`config.mk`:
```
export PLATFORM = sky130hd
export DESIGN_NAME = pwm_bank
export DESIGN_NICKNAME = d
export VERILOG_FILES = /design/src/rtl/pwm_bank_pkg.sv /design/src/rtl/pwm_regs.sv /design/src/rtl/pwm_prescaler.sv /design/src/rtl/pwm_channel.sv /design/src/rtl/pwm_bank.sv
export SDC_FILE = /design/constraint.sdc
export NUM_CORES = 1
export LEC_CHECK = 0
export BUFFER_PORTS_ARGS = -buffer_cell sky130_fd_sc_hd__buf_2
export CAP_MARGIN = 20
export CELL_PAD_IN_SITES_DETAIL_PLACEMENT = 1
export CELL_PAD_IN_SITES_GLOBAL_PLACEMENT = 2
export CORE_MARGIN = 1
export CORE_UTILIZATION = 25
export DETAILED_ROUTE_END_ITERATION = 10
export PLACE_DENSITY = 0.5
export SETUP_SLACK_MARGIN = 0.5
export SLEW_MARGIN = 20
export SYNTH_ARGS = -nofsm -noshare
export SYNTH_HDL_FRONTEND = slang
export SYNTH_SLANG_ARGS = --single-unit
```
`constraint.sdc`:
```
create_clock -name clk -period 3.2 [get_ports clk]
set_input_delay 0.48 -clock clk [delete_from_list [all_inputs] [get_ports clk]]
set_output_delay 0.48 -clock clk [all_outputs]
set_load 0.01 [all_outputs]
```
`src/rtl/pwm_bank_pkg.sv`:
```
package pwm_bank_pkg;
    localparam int DATA_W     = 8;
    localparam int ADDR_W     = 8;
    localparam int DIV_W      = 16;
    localparam int CT_W       = 8;
    localparam int SEL_W      = 2;
    localparam int GRP_FIELDS = 4;

    localparam int A_CTRL     = 'h00;
    localparam int A_SRC      = 'h01;
    localparam int A_GATE     = 'h02;
    localparam int A_POL      = 'h03;
    localparam int A_OD       = 'h04;
    localparam int A_GRP      = 'h05;
    localparam int A_PRS      = 'h10;
    localparam int PRS_STRIDE = 4;
    localparam int A_DUTY     = 'h20;
endpackage

```
`src/rtl/pwm_regs.sv`:
```
module pwm_regs
    import pwm_bank_pkg::*;
#(
    parameter int NUM_CH  = 4,
    parameter int NUM_PRS = 3,
    parameter int AW      = ADDR_W,
    parameter int DW      = DATA_W,
    parameter int DVW     = DIV_W,
    parameter int CTW     = CT_W,
    parameter int SW      = SEL_W
) (
    input  logic                            clk,
    input  logic                            rst_n,
    input  logic                            wr_en,
    input  logic [AW-1:0]                   wr_addr,
    input  logic [DW-1:0]                   wr_data,
    output logic                            cnt_en,
    output logic [NUM_PRS-1:0]              src_fast,
    output logic [NUM_CH-1:0]               gate,
    output logic [NUM_CH-1:0]               pol,
    output logic [NUM_CH-1:0]               od,
    output logic [NUM_CH-1:0][SW-1:0]       sel,
    output logic [NUM_PRS-1:0][DVW-1:0]     div_cfg,
    output logic [NUM_PRS-1:0][CTW-1:0]     ct_cfg,
    output logic [NUM_CH-1:0][CTW-1:0]      duty_cfg
);
    localparam int HI_W = DVW - DW;

    typedef struct packed {
        logic                        en;
        logic [NUM_PRS-1:0]          src;
        logic [NUM_CH-1:0]           gate;
        logic [NUM_CH-1:0]           pol;
        logic [NUM_CH-1:0]           od;
        logic [NUM_CH-1:0][SW-1:0]   sel;
        logic [NUM_PRS-1:0][DVW-1:0] dv;
        logic [NUM_PRS-1:0][CTW-1:0] ct;
        logic [NUM_CH-1:0][CTW-1:0]  duty;
    } regs_t;

    regs_t r_d, r_q;

    always_comb begin
        r_d = r_q;
        if (wr_en) begin
            if (wr_addr == AW'(A_CTRL)) r_d.en   = wr_data[0];
            if (wr_addr == AW'(A_SRC))  r_d.src  = wr_data[NUM_PRS-1:0];
            if (wr_addr == AW'(A_GATE)) r_d.gate = wr_data[NUM_CH-1:0];
            if (wr_addr == AW'(A_POL))  r_d.pol  = wr_data[NUM_CH-1:0];
            if (wr_addr == AW'(A_OD))   r_d.od   = wr_data[NUM_CH-1:0];
            for (int c = 0; c < NUM_CH; c++) begin
                if (wr_addr == AW'(A_GRP + c / GRP_FIELDS))
                    r_d.sel[c] = wr_data[(c % GRP_FIELDS) * SW +: SW];
                if (wr_addr == AW'(A_DUTY + c))
                    r_d.duty[c] = wr_data[CTW-1:0];
            end
            for (int p = 0; p < NUM_PRS; p++) begin
                if (wr_addr == AW'(A_PRS + p * PRS_STRIDE))
                    r_d.dv[p][DW-1:0] = wr_data;
                if (wr_addr == AW'(A_PRS + p * PRS_STRIDE + 1))
                    r_d.dv[p][DVW-1:DW] = wr_data[HI_W-1:0];
                if (wr_addr == AW'(A_PRS + p * PRS_STRIDE + 2))
                    r_d.ct[p] = wr_data[CTW-1:0];
            end
        end
    end

    always_ff @(posedge clk or negedge rst_n) begin
        if (!rst_n) begin
            r_q      <= '0;
            r_q.gate <= '1;
        end else begin
            r_q <= r_d;
        end
    end

    assign cnt_en   = r_q.en;
    assign src_fast = r_q.src;
    assign gate     = r_q.gate;
    assign pol      = r_q.pol;
    assign od       = r_q.od;
    assign sel      = r_q.sel;
    assign div_cfg  = r_q.dv;
    assign ct_cfg   = r_q.ct;
    assign duty_cfg = r_q.duty;
endmodule

```
`src/rtl/pwm_prescaler.sv`:
```
module pwm_prescaler
    import pwm_bank_pkg::*;
#(
    parameter int DVW = DIV_W,
    parameter int CTW = CT_W
) (
    input  logic           clk,
    input  logic           rst_n,
    input  logic           run,
    input  logic           tick,
    input  logic [DVW-1:0] div_new,
    input  logic [CTW-1:0] ct_new,
    output logic [CTW-1:0] cyc,
    output logic           boundary,
    output logic [CTW-1:0] ct_live
);
    typedef struct packed {
        logic [DVW-1:0] dcnt;
        logic [DVW-1:0] dsh;
        logic [CTW-1:0] ccnt;
        logic [CTW-1:0] csh;
    } pre_t;

    pre_t s_d, s_q;
    logic step;

    always_comb begin
        s_d      = s_q;
        step     = tick && (s_q.dcnt == s_q.dsh);
        boundary = run && step && (s_q.ccnt == s_q.csh);
        if (!run) begin
            s_d.dcnt = '0;
            s_d.ccnt = '0;
            s_d.dsh  = div_new;
            s_d.csh  = ct_new;
        end else if (tick) begin
            if (step) begin
                s_d.dcnt = '0;
                if (s_q.ccnt == s_q.csh) begin
                    s_d.ccnt = '0;
                    s_d.dsh  = div_new;
                    s_d.csh  = ct_new;
                end else begin
                    s_d.ccnt = s_q.ccnt + 1'b1;
                end
            end else begin
                s_d.dcnt = s_q.dcnt + 1'b1;
            end
        end
    end

    always_ff @(posedge clk or negedge rst_n) begin
        if (!rst_n) s_q <= '0;
        else        s_q <= s_d;
    end

    assign cyc     = s_q.ccnt;
    assign ct_live = s_q.csh;
endmodule

```
`src/rtl/pwm_channel.sv`:
```
module pwm_channel
    import pwm_bank_pkg::*;
#(
    parameter int CTW = CT_W
) (
    input  logic           clk,
    input  logic           rst_n,
    input  logic           run,
    input  logic           gate,
    input  logic           pol,
    input  logic           od,
    input  logic           valid,
    input  logic [CTW-1:0] cyc,
    input  logic           bnd,
    input  logic [CTW-1:0] duty_new,
    output logic           pin_out,
    output logic           pin_oe,
    output logic           active,
    output logic [CTW-1:0] duty_live
);
    logic [CTW-1:0] duty_d, duty_q;
    logic           level;

    always_comb begin
        duty_d = duty_q;
        if (!run || gate || bnd) duty_d = duty_new;
        active  = run && !gate && valid && (cyc < duty_q);
        level   = active ^ pol;
        pin_out = od ? 1'b0 : level;
        pin_oe  = od ? !level : 1'b1;
    end

    always_ff @(posedge clk or negedge rst_n) begin
        if (!rst_n) duty_q <= '0;
        else        duty_q <= duty_d;
    end

    assign duty_live = duty_q;
endmodule

```
`src/rtl/pwm_bank.sv`:
```
module pwm_bank
    import pwm_bank_pkg::*;
#(
    parameter int NUM_CH  = 4,
    parameter int NUM_PRS = 3,
    parameter int AW      = ADDR_W,
    parameter int DW      = DATA_W,
    parameter int DVW     = DIV_W,
    parameter int CTW     = CT_W
) (
    input  logic              clk,
    input  logic              rst_n,
    input  logic              fast_tick,
    input  logic              slow_tick,
    input  logic              wr_en,
    input  logic [AW-1:0]     wr_addr,
    input  logic [DW-1:0]     wr_data,
    output logic [NUM_CH-1:0] pwm_out,
    output logic [NUM_CH-1:0] pwm_oe
);
    localparam int SW = SEL_W;

    logic                         cnt_en;
    logic [NUM_PRS-1:0]           src_fast;
    logic [NUM_CH-1:0]            gate, pol, od;
    logic [NUM_CH-1:0][SW-1:0]    sel;
    logic [NUM_PRS-1:0][DVW-1:0]  div_cfg;
    logic [NUM_PRS-1:0][CTW-1:0]  ct_cfg;
    logic [NUM_CH-1:0][CTW-1:0]   duty_cfg;
    logic [NUM_PRS-1:0][CTW-1:0]  cyc;
    logic [NUM_PRS-1:0][CTW-1:0]  ct_live;
    logic [NUM_PRS-1:0]           bnd;
    logic [NUM_CH-1:0]            ch_active;
    logic [NUM_CH-1:0][CTW-1:0]   duty_live;

    pwm_regs #(
        .NUM_CH(NUM_CH), .NUM_PRS(NUM_PRS), .AW(AW), .DW(DW),
        .DVW(DVW), .CTW(CTW), .SW(SW)
    ) u_regs (
        .clk(clk), .rst_n(rst_n), .wr_en(wr_en), .wr_addr(wr_addr),
        .wr_data(wr_data), .cnt_en(cnt_en), .src_fast(src_fast),
        .gate(gate), .pol(pol), .od(od), .sel(sel), .div_cfg(div_cfg),
        .ct_cfg(ct_cfg), .duty_cfg(duty_cfg)
    );

    for (genvar p = 0; p < NUM_PRS; p++) begin : g_prs
        logic tick_p;
        assign tick_p = src_fast[p] ? fast_tick : slow_tick;
        pwm_prescaler #(.DVW(DVW), .CTW(CTW)) u_prs (
            .clk(clk), .rst_n(rst_n), .run(cnt_en), .tick(tick_p),
            .div_new(div_cfg[p]), .ct_new(ct_cfg[p]), .cyc(cyc[p]),
            .boundary(bnd[p]), .ct_live(ct_live[p])
        );
    end

    for (genvar c = 0; c < NUM_CH; c++) begin : g_ch
        logic [CTW-1:0] cyc_s;
        logic           bnd_s;
        logic           vld_s;
        always_comb begin
            cyc_s = '0;
            bnd_s = 1'b0;
            vld_s = 1'b0;
            for (int p = 0; p < NUM_PRS; p++) begin
                if (sel[c] == SW'(p)) begin
                    cyc_s = cyc[p];
                    bnd_s = bnd[p];
                    vld_s = 1'b1;
                end
            end
        end
        pwm_channel #(.CTW(CTW)) u_ch (
            .clk(clk), .rst_n(rst_n), .run(cnt_en), .gate(gate[c]),
            .pol(pol[c]), .od(od[c]), .valid(vld_s), .cyc(cyc_s),
            .bnd(bnd_s), .duty_new(duty_cfg[c]), .pin_out(pwm_out[c]),
            .pin_oe(pwm_oe[c]), .active(ch_active[c]),
            .duty_live(duty_live[c])
        );
    end
endmodule

```
==> flow_results.org, run 1 <==
** Detailed routing
- After the first detailed-routing iteration, the DRC count stood at 572.
- The detail route stage leaves a number of antenna-violating nets equal to 0.
- Using the TritonRoute via totals, the vias-per-cell ratio works out to 4.727.
- Number of vias in the routed layout :: approximately 11k
- Wire length after detailed routing :: 51.12 mm
- First-pass DRT Iterations :: 4
- Dividing the detail-routed wire length by the instance count gives 21.69 um.
- For this run, design rule violations remaining after detail routing come to 0.

** Clock network
- TritonCTS created 40 clock buffers.
- CTS HTree Levels :: 2
- TritonCTS built the clock tree.
- Maximum count of clock buffers along a single path :: 3
- For this design, the sink count on the clock tree is between 300 and 400.
- Clock latency on the worst-skew pair :: 0.56 ns
- Clock root buffer :: clkbuf_16
- Clk slew on worst S/H paths :: 0.05 ns

** Synthesis
- In the post-synthesis netlist, the biggest area contributors are dfrtp_1 (48%), mux2_2 (15%), xnor2_1 (4.2%), ha_1 (2.7%), nand2_1 (2.4%).
- When the netlist entered floorplanning its net count stood at between 1k and 1.5k.
- Of the total synthesized cell area, the portion taken by full adders, half adders and majority gates is 2.717%.
- Sorting the synthesized cells by how often they occur yields dfrtp_1 (300), mux2_2 (206), nand2_1 (99).
- Counting flops with an async set or reset pin after synthesis yields a share of 100.0%.
- Synthesis instantiated 63 different standard cells from the library.
- The synthesized netlist devotes 7.942% of its cell area to compound gates.
- Post-synthesis area per instance :: 10.99 sq um
- Synthesized-area fraction occupied by xor and xnor cells :: 6.096%
- Synthesis produced a netlist whose cell count is around 1.4k.
- Among all flip-flop cells after synthesis, the most frequent one is dfrtp_1.
- Yosys printed 0 warnings.
- Number of flops mapped to enable cells by yosys :: 0
- Cell taking the most area after synthesis :: dfrtp_1
- Synthesis inferred 304 register bits.
- Most numerous cell in the Yosys netlist :: dfrtp_1
- Synth Cell Area :: 15660 sq um
- In the synthesized netlist, mux cells make up 17.11% of the area.
- Share of the synthesized area in the top cell type :: 47.94%
- Largest family of logic cells by synthesized area :: multiplexers
- Post-Synth Simple-Gate Area :: 13.69%
- Summing the sequential cell areas from Yosys gives 48.61% of the chip area.

** Cells and area
- Final #Nets :: 1542
- Summed area of non-filler cells in the final layout :: roughly 19000 sq um
- Cells fill around 30% of the core in the end.
- Compared with the post-synthesis result, the final layout area differs by 19.19%.
- In the final layout, the share of cells above drive strength 1 is 28.46%.

** Floorplan
- The initial utilization of the core area, before any placement, comes to between 20% and 30%.
- Full die area :: between 60000 and 70000 sq um
- Height of the die :: 252.3 um
- Number of rows in the core area :: 91
- For this design the top-level I/O count stands at 29.
- Die width :: 252.3 um
- The region available for standard cell placement spans 61830 sq um.

** Outcome
- The flow ran to the end, but the final reports show violations.
- The final reports fail on setup timing.

** STA
- Post-layout minimum cycle time :: 3.397 ns
- Setup slack on the critical path of the routed design comes to -0.1974 ns.
- Setup-failing EPs final :: 8
- Top achievable clock speed :: approximately 290 MHz
- At the pin with the least slew margin, the transition time is 0.8059 ns.
- Count of pins over their slew limit :: 0
- Final hold analysis gives a worst-case slack of 0.4354 ns.
- Between clock sinks in the finished design, the worst skew comes to 0.01934 ns.
- Dividing the final minimum period by the clock period gives 106.2%.
- The number of hold-slack violations in the final timing report came to 0.
- Slew margin rel. :: ~46%
- Setup total negative slack on the finished layout was measured at -1.175 ns.
- Setup repair after global routing could not meet its margin everywhere.

** Placed design
- The congestion estimate from routability-driven global placement came to 0.7916.
- After legalization and detailed placement, the total HPWL measured 34.52 mm.
- Port bufs :: 28
- Placement Cell Area :: about 17000 sq um

** Worst setup path
- STA puts the critical path data required time at between 2 and 3 ns.
- Largest fanout on the critical path :: 6
- Critical path launch point type :: flip-flop
- Type of the worst setup path :: flip-flop to output port
- For flop-to-flop paths, the worst setup slack is 0.63 ns.
- Endpoint class of the critical path :: output port
- STA puts the critical path data arrival time at around 3 ns.

** Pwr
- Internal portion of total power :: 7.175 mW
- Share of total power in sequential cells :: ~42%
- Total leakage power :: 8.157 nW
- Of the total power, the clock network draws 46.9%.
- The share of total power dissipated in combinational logic is 10.8%.
- Total power for the finished layout comes to a little under 10 mW.
- IR Drop Worst-Case VDD :: 0.3191 mV
- Power spread over the standard cell area amounts to 519.2 nW/um^2.
- Net switching is ~26% of the power.
- Switching power :: 2.517 mW

** GRT
- The first global-routing pass estimated 79.07 mm of wire.
- Entering global routing, the biggest net connects 80 pins.
- The number of antenna violations at the first check in global routing was 8.
- Global-route usage over all layers :: 16.60%
- Summed over all layers, the global routing overflow is 0.
- The via count of the first global-routing pass was 12.08k.

** Flow run
- Max-cap violations in this run came to 0.

** Worst hold path
- Hold/Removal Path Class :: input pin to flip-flop
## through the flow
step	worst slack, ns	instances
6_report	-0.1974	2357
5_1_grt	-0.4239	2357
4_1_cts	-0.2580	2352
3_5_place_dp	0.1958	2262
3_3_place_gp	0.2317	2262
2_1_floorplan	0.3712	1425
## power groups by stage
stage	sequential (mW)	combinational, mW	clock, mW
finish	4.10	1.05	4.54
global route	4.12	1.16	4.88
CTS	4.10	1.06	4.74
detailed placement	4.17	1.03	0
global placement	4.16	1.02	0
floorplan	4.13	0.595	0
## worst max-delay path, cell delays in order, from the launching register on
cell      delay, ns
dfrtp_2        0.43
mux2i_1        0.21
o21ai_1        0.10
ha_1           0.32
a21o_1         0.19
a21o_1         0.18
a211oi_4       0.26
o21ai_1        0.14
and3_1         0.22
o21ba_4        0.19
buf_6          0.11
## layout by cell type, fill, tap and decap left out, types with 7 or more instances in the layout
cell,Yosys,routed
o221ai_1,16,16
o2bb2ai_1,8,8
and3_1,21,21
mux2_2,206,202
dfrtp_1,300,290
a32o_1,8,8
o21ai_1,1,13
a21oi_1,42,40
nor4_1,20,18
clkbuf_16,0,41
clkinv_2,0,7
buf_4,9,69
o211ai_1,9,9
and2_1,16,18
o2111ai_1,18,18
nand2_1,99,97
clkbuf_8,0,8
dfrtp_2,0,10
buf_6,3,13
o21ai_0,52,36
xor2_1,34,34
nand4_1,34,34
ha_1,34,34
a21o_1,10,10
nand2b_1,23,23
clkbuf_1,64,12
nor2b_1,15,11
buf_2,5,21
xnor2_1,75,75
or3_1,13,13
nand3_1,42,41
nand3b_1,10,10
inv_1,53,53
mux2i_1,36,33
nor2_1,77,77
## layer usage
metal | vias to the layer above | GRT usage (%) | share of wire (%)
li1 | 5186 | - | -
met5 | - | 0 | 0.031
met2 | 147 | 26.45 | 46
met3 | 75 | 2.966 | 3.7
met4 | 4 | 5.281 | 3.0
met1 | 5729 | 22.72 | 47
## kinds of logic after synthesis
| group | Yosys count |
|---|---|
| XOR/XNOR | 109 |
| buffers and inverters | 143 |
| adder cells (fa/ha/maj) | 34 |
| flip-flops | 304 |
| multiplexers | 242 |
| AND/OR/NAND/NOR | 407 |
| AO/OA/AOI/OAI | 186 |
## cell type report
type | count | area, sq um
antenna | 2 | 5.005
clock buffer | 61 | 1181
sequential | 304 | 7625
multi-input combinational | 978 | 7584
tap | 837 | 1047
timing repair buffer | 109 | 874.6
inverter | 54 | 206.4
clock inverter | 12 | 142.6
fill | 6792 | 43160
## flip-flops by register name, summed over array words and instances, names as in the netlist
register / flops
u_regs.pol: 4
u_regs.ct_cfg: 24
u_regs.sel: 8
u_regs.cnt_en: 1
u_regs.div_cfg: 48
u_regs.gate: 4
g_prs.u_prs.s_q: 96
u_regs.od: 4
g_ch.u_ch.duty_live: 32
u_regs.duty_cfg: 32
u_regs.src_fast: 3
g_prs.u_prs.cyc: 24
g_prs.u_prs.ct_live: 24
## repair_timing
action / CTS / global route
hold buffers: 1 / 0
setup endpoints to repair: 8 / 69
setup buffers: 16 / 3
gates resized for setup: 33 / 20
endpoints found under the hold margin: 57 / 0
pin swaps: 21 / 16
## path summary, 6_finish.rpt
check                                 startpoint                   endpoint  cells past startpoint
max in group asynchronous                  rst_n     g_prs[1].u_prs.s_q[33]                      3
max reg2reg                g_prs[1].u_prs.cyc[2]  g_ch[3].u_ch.duty_live[0]                      7
min in group asynchronous                  rst_n               u_regs.od[2]                      2
min reg2reg                    u_regs.div_cfg[4]     g_prs[0].u_prs.s_q[20]                      1
max                                u_regs.sel[6]                 pwm_out[3]                     10
min                                   wr_addr[2]         u_regs.src_fast[1]                      3
Note: power is estimated with default switching activity, not from simulation.
==> run 2: changes to the inputs <==
Settings changed: BUFFER_PORTS_ARGS -buffer_cell sky130_fd_sc_hd__buf_2 to not set, DONT_BUFFER_PORTS set to 1, PLACE_DENSITY 0.5 to 0.49, SYNTH_HIERARCHICAL set to 1.
==> flow_results.org, run 2 <==
** Clock network
- The H-tree level count is 2 (unchanged).
- Clock latency on the worst-skew pair :: 0.56 ns (about the same)
- The root buffer cell chosen for the clock tree is clkbuf_16.
- The number of buffers on the longest clock path is 3 (unchanged).
- Clock tree from TritonCTS :: done
- The number of buffers created by CTS came to 40 (unchanged).
- The sink count of the clock tree came to 304 (unchanged).
- The CTS clock-pin slew for the worst setup and hold paths was 0.05 ns (about the same).

** Synthesis
- Post-synthesis area per instance :: 11.96 sq um (+8.9%)
- Synth Cell Area :: 16030 sq um (+2.4%)
- Yosys warning count :: 6 (+6)
- Post-Syn Instances :: 1340 (-6.0%)
- The synthesized netlist net count was 1395 (-5.7%).

** STA
- Count of final hold-check violations :: 304 (+304)
- The worst hold slack was -0.3851 ns (-0.8205 ns).
- Final worst path period share :: 106.5% (+0.35 points)
- Setup-failing EPs final :: 3 (-5)
- Setup repair after global routing missed its margin :: yes
- Slew @ Worst Pin :: 0.8826 ns (+0.07667 ns)
- The sum of negative setup slack is -0.3624 ns (+0.8128 ns).
- The slack of the critical path was -0.2087 ns (-0.01126 ns).
- The relative slew slack is 40.33% (-5.9 points).
- The time the final worst path needs with I/O delays and setup came to 3.409 ns (+0.01126 ns).
- The clock tree skew after final layout came to 0.02080 ns (+0.001468 ns).
- The maximum achievable frequency was 293.4 MHz (-0.33%).
- The count of final max-slew check failures was 0 (unchanged).

** Cells and area
- Area growth from synthesis to layout :: 25.03%
- The final cell area excluding filler cells is 20040 sq um (+7.4%).
- Most flops, register :: g_prs.u_prs/s_q
- In the layout the commonest cells are dfrtp_1 (282), mux2_2 (155), buf_4 (88).
- Leaving out fill and tap cells, the most frequent cell in the layout is dfrtp_1.
- Layout cell share with drive strength beyond 1 :: 38.21% (+9.8 points)
- The final layout net count was 1489 (-3.4%).
- Number of flip-flops in the largest register :: 96 (unchanged)

** Worst setup path
- Endpoint class of the critical path :: output port
- The data required time at the worst endpoint was 2.72 ns (about the same).
- The worst setup path is launched from a flip-flop.
- Largest fanout on the critical path :: 8 (+2)
- The arrival time of data at the critical path endpoint is 2.93 ns (about the same).
- The worst setup path is of the flip-flop to output port kind.

** Pwr
- Switching power :: 2.423 mW (-3.7%)
- The switching share of power came to 25.01% (-0.96 points).
- IR Drop Worst-Case VDD :: 0.2568 mV (-20%)
- The part of the power in the clock network is 46.2% (-0.7 points).
- The fraction of power consumed by combinational cells is 11.5% (+0.7 points).
- Internal portion of total power :: 7.267 mW (+1.3%)
- The sequential group share of total power is 42.3% (about the same).
- The power density of the placed cells is 483.4 nW/um^2 (-6.9%).
- The leakage power summed over all cells was 8.816 nW (+8.1%).

** GRT
- The via count of the first global-routing pass came to 12.02k (-0.52%).
- Aggregate global routing overflow :: 0 (unchanged)
- Number of antenna violations at the first check in global routing :: 5 (-3)
- The global-route wire length before repair was 75.96 mm (-3.9%).
- The overall routing resource usage came to 15.49% (-1.1 points).
- Pin count of the biggest net entering global routing :: 305 (+280%)

** Detailed routing
- The final wirelength was 49.25 mm (-3.7%).
- The number of design-rule violations left by the first detailed-router iteration was 478 (-16%).
- The number of iterations in the first detailed-routing pass came to 4 (unchanged).
- Remaining DRCs :: 0 (unchanged)
- The via count of the routed design is 10.88k (-2.4%).
- Detail Route Antenna Nets :: 0 (unchanged)
- Avg Vias per Cell :: 4.710 (-0.36%)
- The routed length per placed instance came to 21.32 um (-1.7%).

** Floorplan
- The initial standard-cell utilization of the core is 25.37% (+0.039 points).
- The floorplan die height came to 255.2 um (+1.2%).
- The number of cell rows is 92 (+1.1%).
- The number of primary I/O pins came to 29 (unchanged).
- The standard cell core area came to 63200 sq um (+2.2%).
- Full die area :: 65140 sq um (+2.4%)
- Die width :: 255.2 um (+1.2%)

** Flow run
- Max-capacitance violation count :: 0 (unchanged)

** Placed design
- The standard cell area after detailed placement came to 17170 sq um (+0.80%).
- The sum of net half-perimeters after detailed placement is 30.85 mm (-11%).
- The routability congestion estimate from global placement was 0.7520 (-5.0%).
- The number of buffers added on ports came to 0 (-100%).

** Worst hold path
- Hold/Removal Path Class :: input pin to asynchronous set/reset pin

** Outcome
- Failing checks :: hold timing, setup timing
- Run status :: finished, violations left
run 2: worst max-delay path, stage by stage, from the launching register on:
cell and delay, ns:
dfrtp_1 0.37, buf_6 0.16, buf_6 0.13, mux2i_1 0.23, o2bb2ai_2 0.10, ha_2 0.32
a21oi_2 0.07, buf_4 0.15, o21ba_2 0.21, nor4b_4 0.38, buf_4 0.18, buf_6 0.09
run 2: path summary, 6_finish.rpt:
| path | startpoint | end | slack, ns | cells past startpoint |
|---|---|---|---|---|
| setup / recovery | u_regs/sel[0] | pwm_oe[0] | -0.21 | 11 |
| hold / removal | rst_n | g_prs[1].u_prs/s_q[30] | -0.39 | 0 |
| setup reg to reg | g_prs[1].u_prs/s_q[26] | g_ch[3].u_ch/duty_live[3] | 0.43 | 9 |
| hold reg to reg | u_regs/div_cfg[34] | g_prs[2].u_prs/s_q[18] | 0.50 | 1 |
| max in group asynchronous | rst_n | g_prs[2].u_prs/cyc[7] | 3.04 | 0 |
| min in group clk | wr_data[6] | u_regs/div_cfg[30] | 0.07 | 1 |
run 2: what timing repair did:
item	4_1_cts	5_1_grt
buffers inserted	49	14
gates cloned	6	2
resized for setup	162	62
pin swaps	57	34
setup endpoints to repair	110	108
endpoints found under the hold margin	304	304
run 2: power groups by stage:
stage	registers (mW)	logic, mW	clock network (mW)
floorplan	4.13	0.689	0
global placement	4.16	0.862	0
detailed placement	4.16	0.874	0
CTS	4.10	1.08	4.65
global route	4.12	1.21	4.79
finish	4.10	1.12	4.47
run 2: through the flow:
step / worst slack (ns) / instances / hold slack [ns] / utilization [%] / total power [mW]
after floorplan: 0.3709 / 1340 / 0.1844 / - / 4.818
after global placement: -0.03699 / 2167 / 0.1960 / 27.16 / 5.018
after detailed placement: -0.01627 / 2167 / 0.1986 / 27.16 / 5.035
after CTS: -0.2731 / 2293 / -0.4188 / 31.07 / 9.828
after global routing: -0.3627 / 2309 / -0.4191 / 31.71 / 10.12
final: -0.2087 / 2310 / -0.3851 / 31.72 / 9.690
run 2: cell type report:
cell class / instances / area [sq um]
fillers: 6724 / 43150
multi-input cells: 920 / 8618
flip-flops and latches: 304 / 7635
repair buffers: 128 / 1281
clock buffers: 61 / 1181
well taps: 846 / 1059
inverters: 40 / 150.1
clock inverters: 10 / 117.6
diodes: 1 / 2.502
run 2: layer usage:
| metal | global-route usage, % | wire length, um |
|---|---|---|
| met4 | 4.534 | 1168 |
| met3 | 2.024 | 1423 |
| met1 | 21.22 | 23540 |
| met2 | 25.38 | 23120 |
| met5 | 0 | 0 |
==> run 3: changes to the inputs <==
Settings changed: ABC_AREA set to 1, CORE_ASPECT_RATIO set to 0.5, PLACE_DENSITY 0.49 to 0.54, SYNTH_HIERARCHICAL 1 to not set.
==> flow_results.org, run 3 <==
** STA
- Slew @ Worst Pin :: 1.047 ns (+0.1648 ns)
- The worst hold slack was -0.3345 ns (+0.05058 ns).
- The clock tree skew after final layout is 0.01521 ns (-0.005593 ns).
- The number of hold-slack violations in the final timing report came to 300 (-1.3%).
- The final-report setup violation count is 0 (-3).
- The sum of negative setup slack came to 0 ns (+0.3624 ns).
- The maximum achievable frequency was 326.3 MHz (+11%).
- The relative slew slack came to 30.10% (-10 points).
- Final worst path period share :: 95.76% (-11 points)
- The count of final max-slew check failures was 0 (unchanged).
- Setup repair after global routing missed its margin :: yes
- The slack of the critical path came to 0.1356 ns (+0.3442 ns).
- The time the final worst path needs with I/O delays and setup was 3.064 ns (-0.3442 ns).

** Clock network
- The tree is rooted in a clkbuf_16.
- Maximum count of clock buffers along a single path :: 3 (unchanged)
- The sink count of the clock tree is 304 (unchanged).
- The H-tree level count is 2 (unchanged).
- TritonCTS built the clock tree.
- Clock latency on the worst-skew pair :: 0.55 ns (about the same)
- The CTS clock-pin slew for the worst setup and hold paths was 0.06 ns (about the same).
- Clock buffer count from CTS :: 35 (-13%)

** Floorplan
- Number of top-level design ports :: 29 (unchanged)
- Floorplan Core Area :: 59910 sq um (-5.2%)
- The full die area is 62410 sq um (-4.2%).
- The overall die width was 352.3 um (+38%).
- The number of cell rows is 63 (-32%).
- The initial standard-cell utilization of the core is 25.61% (+0.24 points).
- The floorplan die height came to 177.2 um (-31%).

** Worst setup path
- Largest fanout on the critical path :: 6 (-2)
- The worst setup path is captured at an output port.
- The cell that appears most often on the critical path is nand2_1.
- The arrival time of data at the critical path endpoint came to 2.58 ns (-0.35 ns).
- Critical path launch point type :: flip-flop
- In this run the worst setup path begins at u_regs.sel[7].
- The critical path in this run is classified as flip-flop to output port.
- The startpoint identified for the worst register-to-register timing path is g_prs[0].u_prs.cyc[0].
- Traced cell by cell, the critical path runs through nor2_4 -> buf_6 -> buf_4 -> a221oi_4 -> ha_1 -> nand2_1 -> inv_1 -> nand2_1 -> nand2_1 -> nand2_2 -> nand2_1 -> nand2_2 -> nand2_2 -> nor2_4.
- The delay of the slowest cell on the worst path was 0.46 ns (+0.08 ns).
- On the critical path, the stage with the largest delay is an instance of dfrtp_2.
- The data required time at the worst endpoint is 2.72 ns (about the same).

** Pwr
- The power density of the placed cells came to 532.4 nW/um^2 (+10%).
- Internal portion of total power :: 6.841 mW (-5.9%)
- The switching power summed over all nets was 2.832 mW (+17%).
- Switching Fraction :: 29.28% (+4.3 points)
- Total leakage power :: 8.345 nW (-5.3%)
- The overall power came to 9.673 mW (-0.17%).
- IR Drop Worst-Case VDD :: 0.2506 mV (-2.4%)
- The sequential group share of total power came to 43.1% (+0.8 points).
- The part of the power in the clock network came to 43.2% (-3.0 points).
- The fraction of power consumed by combinational cells came to 13.7% (+2.2 points).

** GRT
- The global-route wire length before repair is 83.48 mm (+9.9%).
- The overall routing resource usage was 17.40% (+1.9 points).
- Pin count of the biggest net entering global routing :: 305 (unchanged)
- Aggregate global routing overflow :: 0 (unchanged)
- Vias in the first global route :: 13.43k (+12%)
- The number of antenna violations at the first check in global routing came to 5 (unchanged).

** Detailed routing
- The number of nets with antenna violations after routing is 0 (unchanged).
- The via count of the routed design came to 12.75k (+17%).
- The number of iterations in the first detailed-routing pass came to 5 (+1).
- The post-detailed-route DRC marker count was 0 (unchanged).
- Initial drt markers :: 744 (+56%)
- Avg Vias per Cell :: 4.606 (-2.2%)
- The final wirelength was 52.99 mm (+7.6%).
- The routed length per placed instance is 19.15 um (-10%).

** Synthesis
- Post-synthesis area per instance :: 8.103 sq um (-32%)
- Synth Cell Area :: 15340 sq um (-4.3%)
- In this run, synthesis produced a sequential element count of 304.
- Synthesized net count :: 1948 (+40%)
- Sorting the synthesized cells by how often they occur yields nand2_1 (544), dfrtp_1 (300), o21ai_0 (197).
- Yosys warning count :: 0 (-6)
- Post-Syn Instances :: 1893 (+41%)
- Summed over its instances, the top area cell type makes up 48.94% of the synthesized netlist area.
- Post-synth ARST share :: 100.0%
- Netlist cell types :: 45
- Among all flip-flop cells after synthesis, the most frequent one is dfrtp_1.
- Yosys mapped a number of flops with a built-in enable equal to 0.
- Most numerous cell in the Yosys netlist :: nand2_1
- Sequential element share of the synthesized area :: 49.62%
- Cell taking the most area after synthesis :: dfrtp_1
- Dominant cells by area after synthesis :: dfrtp_1 (49%), nand2_1 (13%), o21ai_0 (6.4%), nand3_1 (4.5%), inv_1 (4.0%)

** Placed design
- The number of buffers added on ports came to 0 (unchanged).
- The post-place setup slack came to 0.2311 ns (+0.2473 ns).
- The sum of net half-perimeters after detailed placement is 35.26 mm (+14%).
- Routability congestion estimate :: 0.8106 (+7.8%)

** Outcome
- Run status :: finished, violations left
- Failing checks :: hold timing

** Cells and area
- Number of flip-flops in the largest register :: 96 (unchanged)
- Final #Nets :: 1980 (+33%)
- Compared with the post-synthesis result, the final layout area differs by 18.44%.
- The share of layout cells above drive strength 1 came to 13.68% (-25 points).
- Most common library cell in the layout ignoring fill and taps :: nand2_1
- The top cell types in the final layout, fill and taps aside, are nand2_1 (525), dfrtp_1 (286), o21ai_0 (197).
- g_prs.u_prs.s_q holds more flip-flops than any other register.

** Flow run
- The max-capacitance violation count was 0 (unchanged).

** Worst hold path
- The min-delay analysis places its worst path in the category input pin to asynchronous set/reset pin.
## run 3: worst paths after layout
check                      cells after the start  slack, ns                         to
min reg2reg                                    2       0.48        u_regs.duty_cfg[15]
max reg2reg                                   10       0.73  g_ch[1].u_ch.duty_live[2]
max in group asynchronous                      0       2.90     g_prs[0].u_prs.s_q[19]
max                                           14       0.14                 pwm_out[3]
min                                            0      -0.33     g_prs[1].u_prs.s_q[35]
min in group clk                               2       0.24              u_regs.cnt_en
## run 3: power by group through the flow
stage	Clock (mW)	Sequential, mW	Combinational (mW)
3_3_place_gp	0	4.24	1.21
4_1_cts	4.34	4.17	1.30
5_1_grt	4.48	4.20	1.50
6_report	4.18	4.17	1.32
3_5_place_dp	0	4.24	1.21
2_1_floorplan	0	4.18	0.839
## run 3: layout make-up
class	instances	area, sq um
Clock buffer	45	953.4
Sequential cell	304	7630
Multi-Input combinational cell	1348	7157
Tap cell	812	1016
Clock inverter	19	190.2
Fill cell	7145	41740
Inverter	171	679.4
Antenna cell	3	7.507
Timing Repair Buffer	65	535.5
## run 3: worst max-delay path: cells and delay by family (launching register included)
| family | cells | cell delay [ns] |
|---|---|---|
| AOI/OAI and AO/OA | 1 | 0.30 |
| adders and majority gates | 1 | 0.27 |
| buffers and inverters | 3 | 0.32 |
| DFF | 1 | 0.46 |
| and+or+nand+nor | 9 | 0.68 |
## run 3: cells by family after synthesis
kind of cell	after synthesis	synth area share (%)
flops	304	49.62
compound gates	321	11.67
fa+ha+maj	34	2.773
mux	1	0.06526
simple gates	913	24.89
xor+xnor	79	4.511
buf+inv	241	6.468
## run 3: per-layer routing
metal	GRT usage, %	up-vias	wire length [um]
met4	3.315	0	750
met3	2.660	49	1943
li1	-	6264	-
met2	26.53	140	22700
met1	25.92	6292	27600
met5	0	-	0
## run 3: timing repair
item,CTS,global route
buffers inserted,23,11
pin swaps,25,27
setup endpoints to repair,8,8
endpoints found under the hold margin,304,303
gates resized for setup,86,46
## run 3: stage by stage
stage,utilization [%],hold slack [ns],area (sq um),std cells
6_report,30.33,-0.3345,18170,2767
3_5_place_dp,27.11,0.2210,16240,2666
4_1_cts,29.89,-0.3631,17900,2753
2_1_floorplan,-,0.1844,15340,1893
3_3_place_gp,27.11,0.2154,16240,2666
5_1_grt,30.32,-0.3718,18160,2764
